`src/rtl/dch_pkg.sv`:
```
package dch_pkg;

    localparam int FLAG_W = 8;
    localparam logic [FLAG_W-1:0] HDLC_FLAG = 8'h7E;

    typedef enum logic [2:0] {
        ST_IDLE,
        ST_REQUEST,
        ST_WAIT_SYNC,
        ST_SEND,
        ST_ABORT,
        ST_DONE
    } dch_state_e;

    typedef enum logic [1:0] {
        PH_OPEN,
        PH_DATA,
        PH_CLOSE
    } dch_phase_e;

endpackage

```
`src/rtl/dch_retry_cnt.sv`:
```
module dch_retry_cnt #(
    parameter int W = 4
) (
    input  logic         clk,
    input  logic         rst_n,
    input  logic         inc_i,
    input  logic         clr_i,
    output logic [W-1:0] cnt_o,
    output logic         sat_o
);
    localparam logic [W-1:0] CNT_MAX = '1;

    typedef struct packed {
        logic [W-1:0] cnt;
    } cnt_t;

    cnt_t cur_q, nxt_d;

    always_comb begin
        nxt_d = cur_q;
        if (clr_i) begin
            nxt_d.cnt = '0;
        end else if (inc_i && (cur_q.cnt != CNT_MAX)) begin
            nxt_d.cnt = cur_q.cnt + 1'b1;
        end
    end

    always_ff @(posedge clk) begin
        if (!rst_n) cur_q <= '0;
        else        cur_q <= nxt_d;
    end

    assign cnt_o = cur_q.cnt;
    assign sat_o = (cur_q.cnt == CNT_MAX);

endmodule

```
`src/rtl/dch_serializer.sv`:
```
module dch_serializer
    import dch_pkg::*;
#(
    parameter int CNT_W   = 4,
    parameter int CNT_SAT = 9
) (
    input  logic              clk,
    input  logic              rst_n,
    input  logic              start_i,
    input  logic              adv_i,
    input  logic [FLAG_W-1:0] byte_i,
    input  logic              last_i,
    output logic              bit_o,
    output logic              pop_o,
    output logic              end_o,
    output logic [CNT_W-1:0]  bytes_o
);
    localparam int BIT_W = $clog2(FLAG_W);
    localparam logic [BIT_W-1:0] LAST_BIT = BIT_W'(FLAG_W - 1);
    localparam logic [CNT_W-1:0] SAT_VAL  = CNT_W'(CNT_SAT);

    typedef struct packed {
        logic [FLAG_W-1:0] sh;
        logic [BIT_W-1:0]  bitn;
        dch_phase_e        phase;
        logic              last;
        logic [CNT_W-1:0]  bytes;
    } ser_t;

    ser_t cur_q, nxt_d;

    always_comb begin
        nxt_d = cur_q;
        pop_o = 1'b0;
        end_o = 1'b0;
        if (start_i) begin
            nxt_d.sh    = HDLC_FLAG;
            nxt_d.bitn  = '0;
            nxt_d.phase = PH_OPEN;
            nxt_d.last  = 1'b0;
            nxt_d.bytes = '0;
        end else if (adv_i) begin
            if (cur_q.bitn == LAST_BIT) begin
                nxt_d.bitn = '0;
                unique case (cur_q.phase)
                    PH_OPEN, PH_DATA: begin
                        if ((cur_q.phase == PH_DATA) && cur_q.last) begin
                            nxt_d.sh    = HDLC_FLAG;
                            nxt_d.phase = PH_CLOSE;
                        end else begin
                            nxt_d.sh    = byte_i;
                            nxt_d.last  = last_i;
                            nxt_d.phase = PH_DATA;
                            pop_o       = 1'b1;
                            if (cur_q.bytes != SAT_VAL) begin
                                nxt_d.bytes = cur_q.bytes + 1'b1;
                            end
                        end
                    end
                    PH_CLOSE: end_o = 1'b1;
                    default:  nxt_d.phase = PH_OPEN;
                endcase
            end else begin
                nxt_d.sh   = cur_q.sh >> 1;
                nxt_d.bitn = cur_q.bitn + 1'b1;
            end
        end
    end

    always_ff @(posedge clk) begin
        if (!rst_n) begin
            cur_q.sh    <= '1;
            cur_q.bitn  <= '0;
            cur_q.phase <= PH_OPEN;
            cur_q.last  <= 1'b0;
            cur_q.bytes <= '0;
        end else begin
            cur_q <= nxt_d;
        end
    end

    assign bit_o   = cur_q.sh[0];
    assign bytes_o = cur_q.bytes;

endmodule

```
`src/rtl/dch_arb_fsm.sv`:
```
module dch_arb_fsm
    import dch_pkg::*;
(
    input  logic       clk,
    input  logic       rst_n,
    input  logic       sync_i,
    input  logic       grant_i,
    input  logic       valid_i,
    input  logic       end_i,
    input  logic       late_i,
    output dch_state_e state_o,
    output logic       start_o
);
    typedef struct packed {
        dch_state_e st;
    } fsm_t;

    fsm_t cur_q, nxt_d;

    always_comb begin
        nxt_d   = cur_q;
        start_o = 1'b0;
        unique case (cur_q.st)
            ST_IDLE: begin
                if (valid_i) nxt_d.st = ST_REQUEST;
            end
            ST_REQUEST, ST_WAIT_SYNC: begin
                if (sync_i && grant_i) begin
                    nxt_d.st = ST_SEND;
                    start_o  = 1'b1;
                end
            end
            ST_SEND: begin
                if (!grant_i)   nxt_d.st = ST_ABORT;
                else if (end_i) nxt_d.st = ST_DONE;
            end
            ST_ABORT: begin
                nxt_d.st = late_i ? ST_IDLE : ST_WAIT_SYNC;
            end
            ST_DONE: begin
                nxt_d.st = valid_i ? ST_REQUEST : ST_IDLE;
            end
            default: nxt_d.st = ST_IDLE;
        endcase
    end

    always_ff @(posedge clk) begin
        if (!rst_n) cur_q.st <= ST_IDLE;
        else        cur_q    <= nxt_d;
    end

    assign state_o = cur_q.st;

endmodule

```
`src/rtl/dch_contend.sv`:
```
module dch_contend
    import dch_pkg::*;
#(
    parameter int BUF_BYTES = 4,
    parameter int RETRY_W   = 4
) (
    input  logic               clk,
    input  logic               rst_n,
    input  logic               frm_sync_i,
    input  logic               dslot_i,
    input  logic               grant_i,
    output logic               req_o,
    output logic               txd_o,
    output logic               txen_o,
    input  logic               src_valid_i,
    input  logic [FLAG_W-1:0]  src_byte_i,
    input  logic               src_last_i,
    output logic               src_pop_o,
    output logic               src_rewind_o,
    output logic               late_coll_o,
    output logic               frame_done_o,
    output logic [RETRY_W-1:0] retry_cnt_o,
    output logic               excess_coll_o
);
    localparam int WINDOW  = 2 * BUF_BYTES;
    localparam int CNT_SAT = WINDOW + 1;
    localparam int CNT_W   = $clog2(CNT_SAT + 1);
    localparam logic [CNT_W-1:0] WIN_VAL = CNT_W'(WINDOW);

    dch_state_e       state;
    logic             start;
    logic             sending;
    logic             adv;
    logic             ser_bit;
    logic             ser_end;
    logic [CNT_W-1:0] bytes_taken;
    logic             late;
    logic             aborting;

    assign sending  = (state == ST_SEND);
    assign adv      = sending && grant_i && dslot_i;
    assign aborting = (state == ST_ABORT);
    assign late     = (bytes_taken > WIN_VAL);

    dch_arb_fsm u_fsm (
        .clk     (clk),
        .rst_n   (rst_n),
        .sync_i  (frm_sync_i),
        .grant_i (grant_i),
        .valid_i (src_valid_i),
        .end_i   (ser_end),
        .late_i  (late),
        .state_o (state),
        .start_o (start)
    );

    dch_serializer #(
        .CNT_W   (CNT_W),
        .CNT_SAT (CNT_SAT)
    ) u_ser (
        .clk     (clk),
        .rst_n   (rst_n),
        .start_i (start),
        .adv_i   (adv),
        .byte_i  (src_byte_i),
        .last_i  (src_last_i),
        .bit_o   (ser_bit),
        .pop_o   (src_pop_o),
        .end_o   (ser_end),
        .bytes_o (bytes_taken)
    );

    dch_retry_cnt #(
        .W (RETRY_W)
    ) u_retry (
        .clk   (clk),
        .rst_n (rst_n),
        .inc_i (src_rewind_o),
        .clr_i (late_coll_o || frame_done_o),
        .cnt_o (retry_cnt_o),
        .sat_o (excess_coll_o)
    );

    assign req_o        = (state != ST_IDLE);
    assign txen_o       = sending;
    assign txd_o        = sending ? ser_bit : 1'b1;
    assign src_rewind_o = aborting && !late;
    assign late_coll_o  = aborting && late;
    assign frame_done_o = (state == ST_DONE);

endmodule

```
`config.mk`:
```
export PLATFORM = sky130hd
export DESIGN_NAME = dch_contend
export DESIGN_NICKNAME = d
export VERILOG_FILES = /design/src/rtl/dch_pkg.sv /design/src/rtl/dch_retry_cnt.sv /design/src/rtl/dch_serializer.sv /design/src/rtl/dch_arb_fsm.sv /design/src/rtl/dch_contend.sv
export SDC_FILE = /design/constraint.sdc
export NUM_CORES = 1
export LEC_CHECK = 0
export ABC_CLOCK_PERIOD_IN_PS = 1400
export BUFFER_PORTS_ARGS = -buffer_cell sky130_fd_sc_hd__buf_2
export CAP_MARGIN = 20
export CELL_PAD_IN_SITES_DETAIL_PLACEMENT = 1
export CELL_PAD_IN_SITES_GLOBAL_PLACEMENT = 1
export CORE_MARGIN = 10
export CORE_UTILIZATION = 36
export CTS_BUF_LIST = sky130_fd_sc_hd__clkbuf_16
export DETAILED_ROUTE_END_ITERATION = 7
export PLACE_DENSITY_LB_ADDON = 0.1
export SLEW_MARGIN = 20
export SYNTH_ARGS = -nofsm -noshare
export SYNTH_HDL_FRONTEND = slang
export SYNTH_SLANG_ARGS = --single-unit
```
`constraint.sdc`:
```
create_clock -name clk -period 1.4 [get_ports clk]
set_input_delay 0.07 -clock clk [delete_from_list [all_inputs] [get_ports clk]]
set_output_delay 0.07 -clock clk [all_outputs]
set_load 0.005 [all_outputs]
```
==> impl_metrics.json <==
{
  "cap_violations": 0,
  "gp_congestion": 0.835,
  "cts.clk_slew.worst_paths_ns": 0.07,
  "die_area_um2": 6570,
  "htree_levels": 1,
  "relSlewSlack_pct": 75.5,
  "core_um2": 3630,
  "multi_input_area_um2": 1020,
  "p_leak_nw": 0.955,
  "slew_viol_final": 0,
  "ys_warn_count": 0,
  "fmax_mhz": 634,
  "ios": 27,
  "synth-seq-area-share_pct": 37.3,
  "crit_type": "reg2out",
  "fin_ws_ns": -0.176,
  "final_nets": 245,
  "final_util_pct": 60.7,
  "hold_viol": 0,
  "antenna_left": 0,
  "postSynthCellCount": 158,
  "antenna_found_initial": 0,
  "grt_pass1_wl_mm": 7.56,
  "drive_gt1_share_pct": 54.7,
  "startpoint_type": "register",
  "grt_pass1_vias": 1570,
  "path_max_fanout": 4,
  "skew_ns": 0.00557,
  "min_period_ns": 1.58,
  "grt_overflow_total": 0,
  "syn_avg_cell_area_um2": 8.49,
  "cts_buffers": 3,
  "start_util_pct": 36.9,
  "synth_cell_types": 45,
  "min_period_over_period_pct": 113,
  "status": "finished, violations left",
  "clk_latency_ns": 0.26,
  "required_ns": 1.33,
  "async_flop_share_pct": 0,
  "crit_path_end_kind": "output port",
  "tritoncts": "yes",
  "yosys_register_bits": 25,
  "arrival_ns": 1.51,
  "netlist_area_um2": 1340,
  "diodes": 0,
  "layout-area-overhead-vs-synth_pct": 64.4,
  "worst_slew_pin_slew_ns": 0.365,
  "n_fill_cell": 433,
  "port_buffers": 26,
  "first_pass_iters": 4,
  "ctsHoldBuffers": 0,
  "power_mw": 1.65,
  "drc": 0,
  "hold_class": "in2reg",
  "track_usage_pct": 14.3,
  "clock-root-buffer": "clkbuf_16",
  "die_w_um": 81.0,
  "vias": 1437,
  "power_density_nw_per_um2": 748,
  "whs_ns": 0.0201,
  "drt_iter0_drc": 67,
  "finalSetupViolations": 18,
  "synth_fp_nets": 179,
  "synth-edff-count": 0,
  "wl_mm": 4.92,
  "cts_num_sinks": 25,
  "die_y_um": 81.0,
  "ys_dominant_reg_cell": "dfxtp_1",
  "clk_path_buf_depth": 2,
  "seqCellArea_um2": 515,
  "rsz0062_at_grt": "yes",
  "hpwl_mm": 3.12,
  "grt_start_max_net_pins": 14,
  "peakVddDrop_v": 0.000394,
  "std_cell_rows": 22,
  "violations": "negative setup slack",
  "vias_per_cell": 5.30,
  "wire_per_inst_um": 18.1
}
-- routing by layer --
layer / GRT usage (%) / up-vias / wire length [µm]
li1: - / 699 / -
met1: 16.3 / 694 / 1990
met2: 26.1 / 32 / 2620
met3: 3.42 / 12 / 182
met4: 3.46 / 0 / 115
met5: 0 / - / 0
-- registers in the layout, indices dropped and copies added (netlist names) --
name           cells
u_retry.cnt_o      4
u_ser.cur_q       13
u_ser.bytes_o      4
u_ser.bit_o        1
u_fsm.state_o      3
-- path summary, 6_finish.rpt --
kind	cells after the start	slack [ns]	startpoint	end
max	6	-0.18	u_ser.cur_q[8]$_SDFFE_PP0P_	src_pop_o
min reg2reg	2	0.49	u_ser.cur_q[8]$_SDFFE_PP0P_	u_ser.cur_q[8]$_SDFFE_PP0P_
min	3	0.02	src_byte_i[7]	u_ser.cur_q[17]$_SDFFE_PN1P_
max reg2reg	7	-0.11	u_ser.cur_q[8]$_SDFFE_PP0P_	u_ser.cur_q[4]$_SDFFE_PP0P_
-- cell usage after synthesis (3+ instances only) --
master    count  area, µm²
or3_1         3       18.8
nand3_1       5       25.0
nor2_1       15       56.3
dfxtp_1      25        500
o22ai_1       6       37.5
inv_1         8       30.0
ha_1          6       75.1
o21ai_0      10       50.1
nor2b_1       4       25.0
nand2_1      12       45.0
a31oi_1       3       18.8
nand2b_1      3       18.8
buf_2         3       15.0
mux2i_1       4       40.0
a21oi_1      15       75.1
-- placed cells by master, fill, tap and decap left out, types with 2 or more instances in the layout --
master     instances
inv_1              7
buf_6             13
o21ai_1            3
nor2b_1            3
a31oi_1            3
nand4_1            2
dfxtp_4            2
clkbuf_16          3
nor3_2             2
or3_1              2
xnor2_1            2
nand2b_4           2
nand2_1           10
o22ai_1            6
nor2_2             2
ha_4               3
o21ai_2            3
inv_2              2
nand3_1            5
buf_2             25
nor2_1            13
ha_1               2
mux2i_1            4
a21oi_2            8
o21ai_0            4
dfxtp_1           17
a21oi_1            6
dfxtp_2            6
buf_4             29
nand2_4            2
-- through the flow --
stage / std cells / instance area, µm² / worst slack [ns] / setup TNS [ns]
final: 271 / 2200 / -0.176 / -1.09
after global routing: 271 / 2200 / -0.258 / -2.82
after CTS: 269 / 2010 / -0.143 / -0.408
after detailed placement: 258 / 1750 / -0.216 / -2.14
after global placement: 258 / 1750 / -0.100 / -0.775
after floorplan: 158 / 1360 / -0.0469 / -0.0524
-- what timing repair did --
item                                    CTS  global route
pin swaps                                16            21
gates cloned                              0             0
setup buffers                             7             2
gates resized for setup                  34            44
endpoints found under the setup margin   25            27
endpoints found under the hold margin     0             0
-- report_power, final --
| part | switching, mW | total (mW) | internal, mW |
|---|---|---|---|
| combinational | 0.131 | 0.258 | 0.128 |
| clock | 0.267 | 0.650 | 0.383 |
| sequential | 0.0152 | 0.741 | 0.726 |
| total | 0.413 | 1.65 | 1.24 |
-- cell families after synthesis --
| family | after synthesis | synth area share [%] |
|---|---|---|
| xor+xnor | 4 | 2.61 |
| mux | 4 | 2.99 |
| buf+inv | 15 | 5.60 |
| simple gates | 57 | 24.2 |
| flops | 25 | 37.3 |
| compound gates | 47 | 21.7 |
| fa+ha+maj | 6 | 5.60 |
-- cell type report --
| class | count | area share (%) |
|---|---|---|
| Multi-Input combinational cell | 118 | 46.1 |
| Sequential cell | 25 | 23.4 |
| Inverter | 8 | 1.36 |
| Tap cell | 48 | 2.72 |
| Clock buffer | 3 | 3.41 |
| Timing Repair Buffer | 68 | 22.9 |
| Clock inverter | 1 | 0.170 |
-- worst max-delay path, stage by stage (launching register included) --
cell	delay (ns)
dfxtp_2	0.36
ha_4	0.14
ha_4	0.15
nand2_4	0.09
nor3_4	0.24
buf_4	0.17
buf_6	0.09
No activity file was read; power rests on OpenSTA's default activity.
